File: src/rtl/dbg_mailbox.sv
module dbg_mailbox #(
  parameter int DATA_W = 32
) (
  input  logic              clk,
  input  logic              rst_n,
  input  logic              psel,
  input  logic              penable,
  input  logic              pwrite,
  input  logic [3:0]        paddr,
  input  logic [DATA_W-1:0] pwdata,
  output logic [DATA_W-1:0] prdata,
  output logic              pready,
  output logic [DATA_W-1:0] core_rx_data,
  output logic              core_rx_valid,
  input  logic              core_rx_take,
  input  logic [DATA_W-1:0] core_tx_data,
  input  logic              core_tx_put,
  output logic              core_tx_full,
  input  logic              instr_done,
  output logic              issue_vld,
  output logic [DATA_W-1:0] issue_insn
);
  localparam logic [1:0] M_NB = 2'b00, M_STALL = 2'b01, M_FAST = 2'b10;
  localparam logic [1:0] A_STAT = 2'd0, A_RX = 2'd1, A_TX = 2'd2, A_INS = 2'd3;

  logic [1:0]        mode;
  logic              rx_full, rx_snap, tx_full, tx_snap, done, done_snap;
  logic [DATA_W-1:0] rx_data, tx_data, insn;

  wire       acc   = psel & penable;
  wire [1:0] sel   = paddr[3:2];
  wire       st_rd = acc & ~pwrite & (sel == A_STAT);
  wire       st_wr = acc &  pwrite & (sel == A_STAT);
  wire       rx_wr = acc &  pwrite & (sel == A_RX);
  wire       tx_rd = acc & ~pwrite & (sel == A_TX);
  wire       in_wr = acc &  pwrite & (sel == A_INS);
  wire       hold  = (mode == M_STALL) | (mode == M_FAST);
  wire       fast  = (mode == M_FAST);

  wire rx_ok = rx_wr & (hold ? ~rx_full : ~rx_snap);
  wire tx_ok = tx_rd & (hold ?  tx_full :  tx_snap);
  wire in_ok = in_wr & (hold ?  done    :  done_snap);
  wire issue = fast ? (rx_ok | tx_ok) : in_ok;

  assign pready = ~hold | ~((rx_wr & rx_full) | (tx_rd & ~tx_full) | (in_wr & ~done));

  always_comb begin
    prdata = '0;
    if (sel == A_STAT) prdata[5:0] = {mode, 1'b0, done, tx_full, rx_full};
    else if (sel == A_TX) prdata = tx_data;
  end

  assign core_rx_data  = rx_data;
  assign core_rx_valid = rx_full;
  assign core_tx_full  = tx_full;
  assign issue_insn    = insn;

  always_ff @(posedge clk or negedge rst_n) begin
    if (!rst_n) begin
      mode      <= M_NB;
      rx_full   <= 1'b0;
      rx_snap   <= 1'b0;
      tx_full   <= 1'b0;
      tx_snap   <= 1'b0;
      done      <= 1'b1;
      done_snap <= 1'b1;
      rx_data   <= '0;
      tx_data   <= '0;
      insn      <= '0;
      issue_vld <= 1'b0;
    end else begin
      issue_vld <= issue;
      if (st_rd) begin
        rx_snap <= rx_full;
        tx_snap <= tx_full;
      end
      if (st_wr && pwdata[1:0] != 2'b11) mode <= pwdata[1:0];
      if (core_rx_take) rx_full <= 1'b0;
      if (rx_ok) begin
        rx_data <= pwdata;
        rx_full <= 1'b1;
        rx_snap <= 1'b1;
      end
      if (core_tx_put && !tx_full) begin
        tx_data <= core_tx_data;
        tx_full <= 1'b1;
      end
      if (tx_ok) begin
        tx_full <= 1'b0;
        tx_snap <= 1'b0;
      end
      if (instr_done) begin
        done      <= 1'b1;
        done_snap <= 1'b1;
      end
      if (in_ok) insn <= pwdata;
      if (issue) begin
        done      <= 1'b0;
        done_snap <= 1'b0;
      end
    end
  end
endmodule

File: config.mk
export PLATFORM = sky130hd
export DESIGN_NAME = dbg_mailbox
export DESIGN_NICKNAME = d
export VERILOG_FILES = /design/src/rtl/dbg_mailbox.sv
export SDC_FILE = /design/constraint.sdc
export NUM_CORES = 1
export LEC_CHECK = 0
export BUFFER_PORTS_ARGS = -buffer_cell sky130_fd_sc_hd__buf_2
export CAP_MARGIN = 30
export CORE_UTILIZATION = 52
export DETAILED_ROUTE_END_ITERATION = 10
export GPL_ROUTABILITY_DRIVEN = 0
export PLACE_DENSITY = 0.86
export SETUP_SLACK_MARGIN = 0.2
export SYNTH_ARGS = -nofsm -noshare
export SYNTH_HDL_FRONTEND = slang
export SYNTH_SLANG_ARGS = --single-unit
File: constraint.sdc
create_clock -name clk -period 5.95 [get_ports clk]
set_input_delay 1.19 -clock clk [delete_from_list [all_inputs] [get_ports clk]]
set_output_delay 1.19 -clock clk [all_outputs]
set_load 0.005 [all_outputs]
# After elaboration in Yosys (flattened, before gate mapping)

Index checks and enable logic that the tools add are counted.

Flip-flop bits (word level): 104

Equal/unequal tests: 6
Multiplexer cells: 16
Bitwise logic cells: 26
Reductions and logical operators: 9

Operator list:

| kind               | count |
|---|---|
| $mux 32            | 1 |
| $mux 26            | 1 |
| $and 1x1->1        | 14 |
| $mux 1             | 13 |
| $reduce_bool 2->1  | 5 |
| $not 1->1          | 7 |
| $eq 2x2->1 const B | 3 |
| $mux 6             | 1 |
| $or 1x1->1         | 5 |
| $eq 2x1->1 const B | 2 |
| $logic_and 1x1->1  | 2 |
| $logic_not 2->1    | 1 |
| $ne 2x2->1 const B | 1 |
| $logic_not 1->1    | 1 |

# Longest topological paths before layout

Depth after elaboration: 8
Gate-level depth with buffers: 6

# Least setup slack after synthesis

Ideal clock, no wire load.

Path kind: input to output
Start point: in paddr[3]
End point: out pready
Data arrival time: 2.167 ns
Slack: 2.593 ns
Stages on the path: 5
Cell sequence: clkbuf_1 > clkbuf_1 > nand2b_1 > a21oi_1 > o21bai_1

Longest elaborated chain between the ends: 7

Ends and longest elaborated chain:

| item                                            | line   | source |
|---|---|---|
| from (decl)                                     | 9      | `input logic [3:0] paddr,` |
| $eq 2x1->1 / $eq 2x2->1 (equally long branches) | 34, 35 |  |
| $and 1x1->1, on equally long branches           | 34, 35 |  |
| $and 1x1->1                                     | 45     | `assign pready = ~hold \| ~((rx_wr & rx_full) \| (tx_rd & ~tx_full) \| (in_wr & ~done));` |
| $or 1x1->1                                      | 45     |  |
| $or 1x1->1 *                                    | 45     |  |
| $not 1->1 *                                     | 45     |  |
| $or 1x1->1 *                                    | 45     |  |
| to (decl)                                       | 12     | `output logic pready,` |

Every way passes the cells marked *; elsewhere a longest branch is shown, timed or not.

# Worst setup path after layout

Start point: in paddr[3]
End point: out prdata[19]

Longest elaborated chain between the ends: 3

Ends and longest elaborated chain:

| item       | line | source |
|---|---|---|
| $eq 2x2->1 | 50   | `else if (sel == A_TX) prdata = tx_data;` |
| $mux 32    | 50   |  |
| $mux 26 *  | 49   | `if (sel == A_STAT) prdata[5:0] = {mode, 1'b0, done, tx_full, rx_full};` |
| to (decl)  | 11   | `output logic [DATA_W-1:0] prdata,` |

Marked as above.

==> out/results.txt <==
Peak Freq: 0.272 GHz
Core Region: 0.00785 mm^2
GRT overflow: 0
Pre-antenna DRT Iters: 4
Final min period: 3670 ps
RSZ-0062 raised after global routing: false
Largest family of logic cells by synthesized area: multiplexers
Layout cells sized above 1: 62.9%
Final Slew Violations: 0
Status: finished, final reports clean
Clk pin slew, worst setup/hold paths: 80 ps
ANT nets after route: 0
WL final: 9030 um
DIE HEIGHT: 93.0 um
Mean Syn Cell Area: 14.9 um^2
Share of power burned in the clock network: 22.3%
CTS Hold Buffers Added: 0
Sequential-to-total area share from yosys stat: 60.5%
Startpoint Class: input pin
Multiplexer share of the synthesized area: 26.8%
Largest net degree at the start of global routing: 56
Flop pwr share: 52.5%
Crit. End Element: primary output
Number of remaining DRC errors: 0
Row count: 32
Initial antenna violation count: 0
Via Count: 2934
Clock latency on the worst-skew pair: 360 ps
Area delta synth->final: 26.7%
Post-synth top area cell: dfrtp_1
CTS tree: done
Die X-Extent: 93.0 um
NumNets Final: 539
Adder-Cell Fraction of Synth Area: 0.291%
Power density cells: 354 mW/mm^2
H-tree levels: 3
Yosys warning total: 0
Combinational power share: 25.1%
Int Pwr: 1.41 mW
Simple-Gate Fraction of Synth Area: 7.10%
Die ar.: 0.00864 mm^2
Clock root cell: clkbuf_8
VDD IR max: 0.000215 V
Vias per inst: 5.17
Async S/R FF share, synth: 100%
Detail Placement HPWL: 6730 um
Clk buf depth: 2
Synth area leaders: dfrtp_1 (60%), mux2_2 (24%), and2_1 (3.9%)
Worst hold path type: register to register
Post-synth top area share: 59.9%
Max FO, Critical Path: 22
PortBufs: 173
Aggregate global-route resource usage: 22.2%
CP Class: input pin to primary output
First-pass GRT wire length: 14700 um
Post-CTS Setup Inserts: 0
Synth Net Count: 366
Post-route clock period utilization: 61.7%
Worst-Margin Slew: 932 ps
Compound-Gate Fraction of Synth Area: 3.17%
Power Total: 1.93 mW
Clk sinks: 104
# diodes: 0
Resize count post-CTS: 0
WL/cell: 15.9 um
Initial Util: 54.8%
CTS buffer count: 9
Vias in the first global route: 3021
Switching share of power: 26.8%
Relative slew slack: 37.7%
TNS Setup: 0 ps
Post-Syn Area: 0.00430 mm^2
EDFF count, synth: 0
Final Hold Fails: 0
Clock skew: 9.00 ps
Fill count: 587
Synth Flop Type: dfrtp_1
Synth unique cells: 35
#FFs+latches synth: 104
Max Cap Viol: 0
Setup-failing EPs final: 0
CP required: 4760 ps
XOR/XNOR share of the synthesized area: 0%
Num ports: 176
NetSw: 0.516 mW
Leakage power: 2.73 nW
Mapped Cells: 289
1st-iter DRT viols: 43
Arrival @ worst endpoint: 2480 ps
[registers in the layout, summed over array words and instances, names as in the netlist]
signal,cells
core_rx_data,32
issue_insn,32
tx_data,32
mode,2
core_rx_valid,1
core_tx_full,1
done_snap,1
issue_vld,1
rx_snap,1
tx_snap,1
[per-stage QoR]
step           hold WS (ps)  setup WS [ps]  instance area [um^2]  instances  utilization (%)
6_report                502           2280                  5450        568             69.5
5_1_grt                 519           2140                  5450        568             69.5
4_1_cts                 507           2250                  5450        568             69.5
3_5_place_dp            487           2250                  5260        553             67.0
3_3_place_gp            480           1860                  5250        552             66.9
2_1_floorplan           466           2590                  4300        289                -
[path summary, 6_finish.rpt]
| path | from | end | slack (ps) | cells past startpoint |
|---|---|---|---|---|
| min | tx_data[21] | tx_data[21] | 500 | 1 |
| min in group asynchronous | rst_n | tx_data[30] | 830 | 1 |
| max in group asynchronous | rst_n | tx_data[21] | 3980 | 2 |
| min reg2reg | tx_data[21] | tx_data[21] | 500 | 1 |
| max reg2reg | mode[1] | core_rx_data[18] | 3140 | 5 |
| max | paddr[3] | prdata[19] | 2280 | 5 |
[cell usage after synthesis, types with 2 or more instances]
master,number
mux2_4,6
inv_1,2
clkbuf_1,6
a21oi_1,3
nor2_1,6
buf_2,3
and2_1,27
nor3_1,3
dfrtp_1,103
a211o_1,3
buf_1,3
nor2b_1,3
mux2_2,90
buf_6,3
nand2_1,2
mux2i_1,5
nand2b_1,3
[per-layer routing]
metal  GRT usage, %  wire length, um
met5              0                0
met4           9.49              171
met3           6.65              828
met2           37.2             4410
met1           26.5             3620
[kinds of logic after synthesis]
family                     after synthesis
adders and majority gates                1
DFF                                    104
buffers and inverters                   17
AOI/OAI and AO/OA                       15
muxes                                  101
and+or+nand+nor                         51
[layout make-up]
type / count / area, um^2 / share of cell area, %
clock inverter: 5 / 57.6 / 1.06
timing repair buffer: 177 / 898 / 16.5
clock buffer: 10 / 138 / 2.53
inverter: 2 / 7.51 / 0.138
multi-input combinational: 168 / 1620 / 29.7
tap: 102 / 128 / 2.34
sequential: 104 / 2600 / 47.8
[power by group through the flow]
stage | clock (mW) | combinational, mW | sequential [mW]
finish | 0.431 | 0.484 | 1.01
global route | 0.468 | 0.534 | 1.04
CTS | 0.441 | 0.494 | 1.02
detailed placement | 0 | 0.493 | 1.03
global placement | 0 | 0.471 | 1.01
floorplan | 0 | 0.245 | 1.02
[critical path: stages]
cell     delay [ps]
buf_2           320
nor2b_1         410
buf_4           290
and2_1          150
buf_2           110
[layout by cell type (no fill, tap or decap), types with 2 or more instances in the layout]
cell type / Yosys / layout
a211o_1: 3 / 3
a21oi_1: 3 / 3
and2_1: 27 / 27
buf_2: 3 / 172
buf_4: 0 / 5
clkbuf_8: 0 / 10
clkinvlp_4: 0 / 3
dfrtp_1: 103 / 103
inv_1: 2 / 2
mux2_2: 90 / 90
mux2_4: 6 / 6
mux2i_1: 5 / 5
nand2_1: 2 / 2
nand2b_1: 3 / 3
nor2_1: 6 / 5
nor2b_1: 3 / 2
nor3_1: 3 / 3
Power figures use the tool's default switching activity.
